**src/rtl/sercfg_pkg.sv**
```systemverilog
package sercfg_pkg;
  localparam int WORD_W    = 22;
  localparam int CTRL_W    = 2;
  localparam int NUM_LATCH = 4;
  localparam int LAT_W     = WORD_W - CTRL_W;
  localparam int R_W       = 14;
  localparam int A_W       = 6;
  localparam int B_W       = 11;
  localparam int MUX_W     = 2;
  localparam int SYNC_N    = 2;

  // payload positions (payload bit p is word bit p + CTRL_W)
  localparam int R_LSB     = 0;
  localparam int POL_BIT   = R_LSB + R_W;
  localparam int TRI_BIT   = POL_BIT + 1;
  localparam int CUR_BIT   = TRI_BIT + 1;
  localparam int MUX_LSB   = CUR_BIT + 1;
  localparam int A_LSB     = 0;
  localparam int B_LSB     = A_LSB + A_W;
  localparam int PSC_BIT   = B_LSB + B_W;
  localparam int PD_BIT    = PSC_BIT + 1;
  localparam int SPARE_BIT = LAT_W - 1;

  typedef enum logic [1:0] {
    DST_S2_REF = 2'b00,
    DST_S2_DIV = 2'b01,
    DST_S1_REF = 2'b10,
    DST_S1_DIV = 2'b11
  } dest_e;

  typedef enum logic [1:0] {
    PWR_UP   = 2'b00,
    PWR_ARM  = 2'b01,
    PWR_DOWN = 2'b10
  } pwr_state_e;
endpackage

```
**src/rtl/sercfg_frontend.sv**
```systemverilog
module sercfg_frontend #(
  parameter int WORD_W = sercfg_pkg::WORD_W,
  parameter int SYNC_N = sercfg_pkg::SYNC_N
) (
  input  logic              clk,
  input  logic              rst_n,
  input  logic              ser_clk,
  input  logic              ser_data,
  input  logic              ser_le,
  output logic [WORD_W-1:0] word_o,
  output logic              load_o
);
  localparam int HIST = SYNC_N + 1;

  logic [HIST-1:0]   ck_q, dt_q, le_q;
  logic [WORD_W-1:0] sh_q, sh_d;
  logic              ck_rise, data_s;

  assign ck_rise = ck_q[SYNC_N-1] & ~ck_q[SYNC_N];
  assign data_s  = dt_q[SYNC_N-1];
  assign load_o  = le_q[SYNC_N-1] & ~le_q[SYNC_N];
  assign word_o  = sh_q;

  always_comb begin
    sh_d = sh_q;
    if (ck_rise) sh_d = {sh_q[WORD_W-2:0], data_s};
  end

  always_ff @(posedge clk or negedge rst_n) begin
    if (!rst_n) begin
      ck_q <= '0;
      dt_q <= '0;
      le_q <= '0;
      sh_q <= '0;
    end else begin
      ck_q <= {ck_q[HIST-2:0], ser_clk};
      dt_q <= {dt_q[HIST-2:0], ser_data};
      le_q <= {le_q[HIST-2:0], ser_le};
      sh_q <= sh_d;
    end
  end

  p_shift_msb_first_r2: assert property (@(posedge clk) disable iff (!rst_n)
    ck_rise |=> (sh_q[0] == $past(data_s)));
endmodule

```
**src/rtl/sercfg_latch_bank.sv**
```systemverilog
module sercfg_latch_bank #(
  parameter int WORD_W    = sercfg_pkg::WORD_W,
  parameter int CTRL_W    = sercfg_pkg::CTRL_W,
  parameter int NUM_LATCH = sercfg_pkg::NUM_LATCH
) (
  input  logic                                       clk,
  input  logic                                       rst_n,
  input  logic [WORD_W-1:0]                          word_i,
  input  logic                                       load_i,
  output logic [NUM_LATCH-1:0]                       wr_en_o,
  output logic [NUM_LATCH-1:0][WORD_W-CTRL_W-1:0]    lat_o,
  output logic                                       all_written_o
);
  localparam int LAT_W = WORD_W - CTRL_W;

  logic [NUM_LATCH-1:0][LAT_W-1:0] lat_q, lat_d;
  logic [NUM_LATCH-1:0]            seen_q, seen_d;
  logic [CTRL_W-1:0]               dst;

  assign dst = word_i[CTRL_W-1:0];

  for (genvar i = 0; i < NUM_LATCH; i++) begin : g_latch
    assign wr_en_o[i] = load_i && (dst == CTRL_W'(i));

    always_comb begin
      lat_d[i]  = lat_q[i];
      seen_d[i] = seen_q[i];
      if (wr_en_o[i]) begin
        lat_d[i]  = word_i[WORD_W-1:CTRL_W];
        seen_d[i] = 1'b1;
      end
    end

    always_ff @(posedge clk or negedge rst_n) begin
      if (!rst_n) begin
        lat_q[i]  <= '0;
        seen_q[i] <= 1'b0;
      end else begin
        lat_q[i]  <= lat_d[i];
        seen_q[i] <= seen_d[i];
      end
    end
  end

  assign lat_o         = lat_q;
  assign all_written_o = &seen_q;

  p_one_dest_r3: assert property (@(posedge clk) disable iff (!rst_n)
    $onehot0(wr_en_o));
  p_active_sticky_r10: assert property (@(posedge clk) disable iff (!rst_n)
    all_written_o |=> all_written_o);
  p_hold_without_load_r4: assert property (@(posedge clk) disable iff (!rst_n)
    !load_i |=> $stable(lat_q));
endmodule

```
**src/rtl/sercfg_pwr_seq.sv**
```systemverilog
module sercfg_pwr_seq (
  input  logic clk,
  input  logic rst_n,
  input  logic load_i,
  input  logic pd_bit_i,
  input  logic tri_bit_i,
  output logic pd_o,
  output logic hiz_force_o
);
  import sercfg_pkg::*;

  pwr_state_e st_q, st_d;

  always_comb begin
    st_d = st_q;
    if (load_i) begin
      if (!pd_bit_i)                         st_d = PWR_UP;
      else if (st_q != PWR_UP || tri_bit_i)  st_d = PWR_DOWN;
      else                                   st_d = PWR_ARM;
    end else if (st_q == PWR_ARM) begin
      st_d = PWR_DOWN;
    end
  end

  always_ff @(posedge clk or negedge rst_n) begin
    if (!rst_n) st_q <= PWR_UP;
    else        st_q <= st_d;
  end

  assign pd_o        = (st_q == PWR_DOWN);
  assign hiz_force_o = (st_q != PWR_UP);

  p_sync_hiz_first_r5: assert property (@(posedge clk) disable iff (!rst_n)
    (load_i && pd_bit_i && !tri_bit_i && !hiz_force_o) |=> (hiz_force_o && !pd_o));
  p_sync_pd_follows_r5: assert property (@(posedge clk) disable iff (!rst_n)
    (hiz_force_o && !pd_o && !load_i) |=> pd_o);
  p_async_immediate_r6: assert property (@(posedge clk) disable iff (!rst_n)
    (load_i && pd_bit_i && tri_bit_i) |=> pd_o);
  p_wake_immediate_r9: assert property (@(posedge clk) disable iff (!rst_n)
    (load_i && !pd_bit_i) |=> (!pd_o && !hiz_force_o));
endmodule

```
**src/rtl/sercfg_top.sv**
```systemverilog
module sercfg_top (
  input  logic        clk,
  input  logic        rst_n,
  input  logic        ser_clk,
  input  logic        ser_data,
  input  logic        ser_le,
  output logic [13:0] s1_r_div,
  output logic [5:0]  s1_a_cnt,
  output logic [10:0] s1_b_cnt,
  output logic        s1_pol,
  output logic        s1_cp_cur,
  output logic        s1_prescale,
  output logic        s1_cp_hiz,
  output logic        s1_pd,
  output logic        s1_div_hold,
  output logic [13:0] s2_r_div,
  output logic [5:0]  s2_a_cnt,
  output logic [10:0] s2_b_cnt,
  output logic        s2_pol,
  output logic        s2_cp_cur,
  output logic        s2_prescale,
  output logic        s2_cp_hiz,
  output logic        s2_pd,
  output logic        s2_div_hold,
  output logic [3:0]  mux_sel,
  output logic        osc_en,
  output logic        active
);
  import sercfg_pkg::*;

  localparam int SIDES = 2;

  // reset: asynchronous assert, synchronous release
  logic [1:0] rs_q;
  logic       rst_ni;
  always_ff @(posedge clk or negedge rst_n) begin
    if (!rst_n) rs_q <= '0;
    else        rs_q <= {rs_q[0], 1'b1};
  end
  assign rst_ni = rs_q[1];

  logic [WORD_W-1:0]                word;
  logic                             load;
  logic [NUM_LATCH-1:0]             wr_en;
  logic [NUM_LATCH-1:0][LAT_W-1:0]  lat;
  logic                             all_written;

  sercfg_frontend #(.WORD_W(WORD_W), .SYNC_N(SYNC_N)) u_front (
    .clk(clk), .rst_n(rst_ni),
    .ser_clk(ser_clk), .ser_data(ser_data), .ser_le(ser_le),
    .word_o(word), .load_o(load)
  );

  sercfg_latch_bank #(.WORD_W(WORD_W), .CTRL_W(CTRL_W), .NUM_LATCH(NUM_LATCH)) u_bank (
    .clk(clk), .rst_n(rst_ni),
    .word_i(word), .load_i(load),
    .wr_en_o(wr_en), .lat_o(lat), .all_written_o(all_written)
  );

  logic [SIDES-1:0]            pd_v, hiz_v, pol_v, cur_v, psc_v, tri_v;
  logic [SIDES-1:0][R_W-1:0]   rdiv_v;
  logic [SIDES-1:0][A_W-1:0]   a_v;
  logic [SIDES-1:0][B_W-1:0]   b_v;
  logic [SIDES-1:0][MUX_W-1:0] mux_v;

  // side index 0 is side 1 (destinations 10/11), index 1 is side 2 (00/01)
  for (genvar s = 0; s < SIDES; s++) begin : g_side
    localparam int RI = (s == 0) ? int'(DST_S1_REF) : int'(DST_S2_REF);
    localparam int DI = (s == 0) ? int'(DST_S1_DIV) : int'(DST_S2_DIV);

    assign rdiv_v[s] = lat[RI][R_LSB +: R_W];
    assign pol_v[s]  = lat[RI][POL_BIT];
    assign tri_v[s]  = lat[RI][TRI_BIT];
    assign cur_v[s]  = lat[RI][CUR_BIT];
    assign mux_v[s]  = lat[RI][MUX_LSB +: MUX_W];
    assign a_v[s]    = lat[DI][A_LSB +: A_W];
    assign b_v[s]    = lat[DI][B_LSB +: B_W];
    assign psc_v[s]  = lat[DI][PSC_BIT];

    sercfg_pwr_seq u_pwr (
      .clk(clk), .rst_n(rst_ni),
      .load_i(wr_en[DI]),
      .pd_bit_i(word[CTRL_W + PD_BIT]),
      .tri_bit_i(tri_v[s]),
      .pd_o(pd_v[s]),
      .hiz_force_o(hiz_v[s])
    );
  end

  logic unused_spare;
  assign unused_spare = ^{lat[0][SPARE_BIT], lat[1][SPARE_BIT],
                          lat[2][SPARE_BIT], lat[3][SPARE_BIT]};

  assign active      = all_written;

  assign s1_r_div    = rdiv_v[0];
  assign s1_a_cnt    = a_v[0];
  assign s1_b_cnt    = b_v[0];
  assign s1_pol      = pol_v[0];
  assign s1_cp_cur   = cur_v[0];
  assign s1_prescale = psc_v[0];
  assign s1_pd       = pd_v[0];
  assign s1_cp_hiz   = tri_v[0] | hiz_v[0] | ~all_written;
  assign s1_div_hold = pd_v[0] | ~all_written;

  assign s2_r_div    = rdiv_v[1];
  assign s2_a_cnt    = a_v[1];
  assign s2_b_cnt    = b_v[1];
  assign s2_pol      = pol_v[1];
  assign s2_cp_cur   = cur_v[1];
  assign s2_prescale = psc_v[1];
  assign s2_pd       = pd_v[1];
  assign s2_cp_hiz   = tri_v[1] | hiz_v[1] | ~all_written;
  assign s2_div_hold = pd_v[1] | ~all_written;

  assign mux_sel     = {mux_v[0], mux_v[1]};
  assign osc_en      = all_written & ~(pd_v[0] & pd_v[1]);

  p_down_holds_div_r7: assert property (@(posedge clk) disable iff (!rst_ni)
    $rose(s1_pd) |-> s1_div_hold && s1_cp_hiz);
  p_inactive_safe_r10: assert property (@(posedge clk) disable iff (!rst_ni)
    !active |=> ($past(!active) && !active) |-> (s1_cp_hiz && s2_cp_hiz));
endmodule

```
**config.mk**
```make
export PLATFORM = sky130hd
export DESIGN_NAME = sercfg_top
export DESIGN_NICKNAME = d
export VERILOG_FILES = /design/src/rtl/sercfg_pkg.sv /design/src/rtl/sercfg_frontend.sv /design/src/rtl/sercfg_latch_bank.sv /design/src/rtl/sercfg_pwr_seq.sv /design/src/rtl/sercfg_top.sv
export SDC_FILE = /design/constraint.sdc
export NUM_CORES = 1
export LEC_CHECK = 0
export BUFFER_PORTS_ARGS = -buffer_cell sky130_fd_sc_hd__clkbuf_2
export CORE_ASPECT_RATIO = 0.75
export CORE_MARGIN = 1
export CORE_UTILIZATION = 41
export DETAILED_ROUTE_END_ITERATION = 10
export PLACE_DENSITY = 0.66
export SETUP_SLACK_MARGIN = 0.02
export SYNTH_ARGS = -nofsm -noshare
export SYNTH_HDL_FRONTEND = slang
export SYNTH_SLANG_ARGS = --single-unit
```
**constraint.sdc**
```tcl
create_clock -name clk -period 6.74 [get_ports clk]
set_input_delay 0.674 -clock clk [delete_from_list [all_inputs] [get_ports clk]]
set_output_delay 0.674 -clock clk [all_outputs]
set_load 0.05 [all_outputs]
```
==> results of run 1 <==
[area by class of cell]
class	count	area, sq um
fillers	800	4370
flip-flops and latches	113	2830
multi-input cells	127	1280
repair buffers	88	450
clock buffers	18	439
clock inverters	14	188
well taps	132	165
inverters	2	7.51
[critical path, cell delays in order (launching register included)]
cell                       delay (ns)
sky130_fd_sc_hd__dfrtp_1         0.33
sky130_fd_sc_hd__and4_1          0.31
sky130_fd_sc_hd__a21boi_0        0.20
sky130_fd_sc_hd__clkbuf_2        0.30
[sequential cells by signal, summed over array words and instances, names as in the netlist]
signal             count
rs_q                   2
u_front.word_o        21
u_front.ck_q           3
u_front.dt_q           2
u_bank.lat_o          74
u_bank.seen_q          4
g_side.u_pwr.st_q      4
u_front.le_q           3
[metrics by stage]
step	cells	worst slack, ns	power, mW	cell area, sq um
3_5_place_dp	462	4.60	1.96	4740
4_1_cts	494	4.50	2.90	5370
6_report	494	4.53	2.87	5370
2_1_floorplan	254	3.36	1.72	4160
5_1_grt	494	4.36	3.00	5370
3_3_place_gp	462	4.62	1.94	4740
[metal layers]
layer  wire length [um]  track usage (%)  vias up
li1                   -                -     1094
met1               3900             23.1     1237
met2               3630             25.7       65
met3                517             7.14        8
met4                 59             5.94        0
met5                  0                0        -
[kinds of logic (layout without fill, tap and decap cells)]
logic type / after synthesis / in the layout / synth area share (%)
compound gates: 8 / 8 / 1.20
buf+inv: 14 / 122 / 1.72
flops: 113 / 113 / 68.0
mux: 93 / 93 / 25.2
other cells: 1 / 1 / 0.0902
simple gates: 25 / 25 / 3.79
[path summary, 6_finish.rpt]
kind,startpoint,end,slack [ns]
worst max-delay path,u_bank.seen_q[2],osc_en,4.53
worst min-delay path,rst_n,rs_q[1],0.05
worst max register to register,u_front.word_o[1],u_bank.lat_o[33],4.60
worst min register to register,u_front.dt_q[0],u_front.dt_q[1],0.34
max in group asynchronous,rs_q[1],u_front.word_o[5],5.20
min in group clk,u_front.dt_q[0],u_front.dt_q[1],0.34
[power by group through the flow]
stage	Clock (mW)	Combinational [mW]	Sequential, mW
2_1_floorplan	0	0.268	1.45
3_3_place_gp	0	0.917	1.02
3_5_place_dp	0	0.929	1.03
4_1_cts	0.953	0.932	1.02
5_1_grt	0.986	0.970	1.04
6_report	0.935	0.923	1.01
[Yosys cell counts, drive strengths merged (2+ instances only)]
| cell | count | area (sq um) |
|---|---|---|
| dfrtp | 113 | 2830 |
| mux2 | 93 | 1050 |
| buf | 11 | 60.1 |
| nand2 | 6 | 22.5 |
| o21ai | 4 | 20.0 |
| nand2b | 3 | 18.8 |
| nor2b | 3 | 18.8 |
| or2 | 3 | 18.8 |
| inv | 2 | 7.51 |
| nand3 | 2 | 10.0 |
| nor3 | 2 | 10.0 |
==> impl_metrics.yaml, run 1 <==
routing:
  drt.antenna.violating_nets: 0
  first_pass_iters: 4
  drc: 0
  first_iter_violations: 94
  via_per_inst: 4.87
  wirelength_um: 8110
  routedWlPerCell_um: 16.4
  route.vias.total: 2404
pwr:
  switching_share_pct: 39.5
  irDropWorstVdd_uv: 316
  net_switching_power_mw: 1.13
  power.sequential.fraction_pct: 35.3
  cellInternalPower_mw: 1.74
  power.density_cell_area_nw_per_um2: 535
  power.share.clock_pct: 32.6
  power.share.combinational_pct: 32.1
  p_leak_nw: 2.69
worst_hold_path:
  min_path_type: "primary input to asynchronous set/reset pin"
sta:
  slew-limit-headroom_pct: 25.5
  timing.final.hold_violations: 0
  final_max_slew_viol_count: 0
  final.setup_skew_ns: 0.00751
  whs_ns: 0.0509
  maxClockFrequency_ghz: 0.453
  report.final.setup_viol: 0
  post-route-min-period_ns: 2.21
  worst_slew_pin_slew_ns: 1.11
  unrepaired_setup_endpoints_after_global_routing: "false"
  timing.final.crit_share_pct: 32.8
  setup_tns_ns: 0
finish:
  area_growth_pct: 29.1
  finalNetCount: 354
  layout.cells.most_common_list: "sky130_fd_sc_hd__dfrtp_1 (112), sky130_fd_sc_hd__mux2_2 (92), sky130_fd_sc_hd__clkbuf_2 (84)"
  antenna-diode-count: 0
  mostFrequentLayoutCell: "sky130_fd_sc_hd__dfrtp_1"
  postLayoutCoreUtil_pct: 55.1
  drive_gt1_share_pct: 60.8
floorplanning:
  design.die.area_sq_um: 10600
  floorplan.die.width_um: 118
  rows: 31
  ioPinCount: 85
  initial_utilization_pct: 42.7
  coreArea_sq_um: 9740
  die-height_um: 89.2
global_route:
  wire_length_of_the_first_global_routing_pass_um: 13400
  grt_antenna_before_repair: 0
  global_route.overflow_total: 0
  first_global_vias: 2482
  grt.total_usage_pct: 17.3
  grt_start_max_net_pins: 62
logic_synthesis:
  ys.warnings.count: 0
  syn-mean-instance-area_sq_um: 16.4
  syn_nets: 259
  synth_edf_count: 0
  postSynth.asyncResetShare_pct: 100
  ys_seq_area_share_pct: 68.0
  ys.flop_type: "sky130_fd_sc_hd__dfrtp_1"
  yosys_register_bits: 113
  syn_area_sq_um: 4160
  synthCells: 254
  synth_cell_type_count: 25
cts:
  post_cts_hold_buffer_count: 0
  clock_insertion_delay_worst_skew_ns: 0.40
  cts_tree: "yes"
  cts_resized: 0
  root_buffer: "sky130_fd_sc_hd__clkbuf_16"
  cts_buffers: 17
  clkSlewWorstSetupHoldPaths_ns: 0.05
  h-tree-depth: 4
  numClockSinks: 113
  postCtsSetupBuffers: 0
  ctsLongestPathBuffers: 2
setup_path:
  timing.critical_path.required_ns: 6.07
  endpoint_kind: "output pin"
  path_max_fanout: 6
  rr_worst_depth: 3
  path_class: "flop to output pin"
  startpoint_type: "flop"
  arrival_ns: 1.53
placed_design:
  finalWeightedCongestion: 0.677
  place.detailed.hpwl_um: 5170
  io_buffer_count: 84
status:
  result_of_the_run: "complete, no violations"
run:
  timing.max_cap.violations: 0
Note: power is estimated with default switching activity, not from simulation.
==> run 2, diff against run 1 <==
==> constraint.sdc (replaced) <==
create_clock -name clk -period 2.3 [get_ports clk]
set_input_delay 0.23 -clock clk [delete_from_list [all_inputs] [get_ports clk]]
set_output_delay 0.23 -clock clk [all_outputs]
set_load 0.05 [all_outputs]
==> run 2 against run 1 <==
Effect of this change:
- clock power increased to 2.8 times the previous value
- design area rose by 1.4%
- clock-buffer cell count grew 3
- first-iteration DRC count shrank 46%
- flip-flop and latch count did not move
- combinational power increased to 2.9 times the previous value
- global-route usage fell by 0.25 points
- largest power group unchanged
==> impl_metrics.yaml, run 2 (synthesized netlist as in run 1, its figures left out) <==
routing:
  drt.antenna.violating_nets: 0
  routedWlPerCell_um: 15.9
  detail_route.wirelength.met1_um: 3790
  route.met3.wl_um: 458
  first_pass_iters: 4
  drc: 0
  route.met2.wl_um: 3650
  highest_signal_layer: "met4"
  via_per_inst: 4.87
  wirelength_um: 8010
  route.vias.total: 2458
  first_iter_violations: 51
floorplanning:
  ioPinCount: 85
  die-height_um: 89.2
  rows: 31
  coreArea_sq_um: 9740
  design.die.area_sq_um: 10600
  initial_utilization_pct: 42.7
  floorplan.die.width_um: 118
finish:
  finalNetCount: 365
  seq_area_sq_um: 2830
  postLayoutCoreUtil_pct: 55.9
  area_growth_pct: 30.9
  antenna-diode-count: 0
  largest_reg_flops: 74
  multiInputGateArea_sq_um: 1280
  layout.cells.most_common_list: "sky130_fd_sc_hd__dfrtp_1 (112), sky130_fd_sc_hd__mux2_2 (92), sky130_fd_sc_hd__clkbuf_2 (84)"
  drive_gt1_share_pct: 60.3
  mostFrequentLayoutCell: "sky130_fd_sc_hd__dfrtp_1"
  fillers: 797
global_route:
  wire_length_of_the_first_global_routing_pass_um: 13200
  grt.total_usage_pct: 17.0
  grt_antenna_before_repair: 0
  global_route.overflow_total: 0
  grt_start_max_net_pins: 53
  first_global_vias: 2507
pwr:
  power.density_cell_area_nw_per_um2: 1520
  irDropWorstVdd_uv: 919
  p_leak_nw: 2.74
setup_path:
  timing.critical_path.required_ns: 2.07
  endpoint_kind: "output pin"
  buf_inv_stages_crit_path: 1
  arrival_ns: 1.54
  timing.critical_path.slowest_cell_delay_ns: 0.33
  critical_path.cell_chain: "and4_1, a21boi_1, clkbuf_2"
  cp_top_family: "flip-flops"
  startpoint_type: "flop"
  timing.critical_path.slowest_stage_cell: "sky130_fd_sc_hd__dfrtp_1"
  path_max_fanout: 6
  path_class: "flop to output pin"
sta:
  unrepaired_setup_endpoints_after_global_routing: "false"
  slew-limit-headroom_pct: 56.5
  worst_slew_pin_slew_ns: 0.652
  post-route-min-period_ns: 1.77
  report.final.setup_viol: 0
  timing.final.crit_share_pct: 76.9
  timing.final.hold_violations: 0
  final_max_slew_viol_count: 0
  final.setup_skew_ns: 0.00977
  setup_tns_ns: 0
  maxClockFrequency_ghz: 0.565
cts:
  cts_buffers: 17
  root_buffer: "sky130_fd_sc_hd__clkbuf_16"
  h-tree-depth: 4
  postCtsSetupBuffers: 0
  cts_tree: "yes"
  numClockSinks: 113
  clock_insertion_delay_worst_skew_ns: 0.41
  clkSlewWorstSetupHoldPaths_ns: 0.05
  ctsLongestPathBuffers: 2
placed_design:
  io_buffer_count: 84
  finalWeightedCongestion: 0.703
  place.detailed.hpwl_um: 5300
worst_hold_path:
  min_path_type: "primary input to asynchronous set/reset pin"
run:
  timing.max_cap.violations: 0
status:
  result_of_the_run: "complete, no violations"
run 2: changes by cell type in the layout (fill, tap and decap cells not counted), sizes merged, moves of 2 or more:
cell / before / now
clkbuf: 102 / 105
clkinv: 5 / 7
buf: 4 / 11
clkinvlp: 4 / 1
dlygate4sd3: 0 / 4
run 2: timing repair:
item	4_1_cts	5_1_grt
hold endpoints to repair	5	0
hold buffers	4	0
resized for setup	0	0
run 2: per-layer routing:
| layer | vias to the layer above | GRT usage (%) |
|---|---|---|
| met5 | - | 0 |
| met4 | 0 | 7.69 |
| met3 | 15 | 6.82 |
| met2 | 70 | 25.5 |
| met1 | 1259 | 22.1 |
| li1 | 1114 | - |
run 2: path summary, 6_finish.rpt:
path                                        start           endpoint  slack, ns  depth (start not counted)
worst max-delay path             u_bank.seen_q[3]             osc_en       0.53                          3
worst min-delay path                        rst_n            rs_q[1]       0.14                          2
worst max register to register  u_front.word_o[0]   u_bank.lat_o[42]       0.55                          2
worst min register to register            rs_q[1]   u_bank.lat_o[52]       0.32                          0
max in group asynchronous                 rs_q[1]  u_front.word_o[2]       1.29                          1
min in group clk                  u_front.ck_q[0]    u_front.ck_q[1]       0.35                          0
run 2: final cells by class:
class / instances / area share [%]
Multi-Input combinational cell: 127 / 23.6
Clock inverter: 11 / 2.51
Timing Repair Buffer: 99 / 10.2
Inverter: 2 / 0.138
Clock buffer: 21 / 8.46
Sequential cell: 113 / 52.0
Tap cell: 132 / 3.04
run 2: per-stage QoR:
stage               instance area (sq um)  power, mW  hold slack (ns)  cells  worst slack (ns)
floorplan                            4160       5.03          -0.0656    254             0.163
global placement                     4800       5.69           0.0156    469             0.569
detailed placement                   4800       5.73           0.0167    469             0.537
CTS                                  5440       8.38            0.118    505             0.507
global route                         5440       8.66            0.142    505             0.395
finish                               5440       8.30            0.140    505             0.530
run 2: where the power goes:
group | leakage, nW | internal (mW) | total (mW) | switching, mW
combinational | 0.988 | 0.748 | 2.72 | 1.97
clock | 0.296 | 1.75 | 2.61 | 0.865
sequential | 1.46 | 2.52 | 2.96 | 0.440
total | 2.74 | 5.02 | 8.30 | 3.28
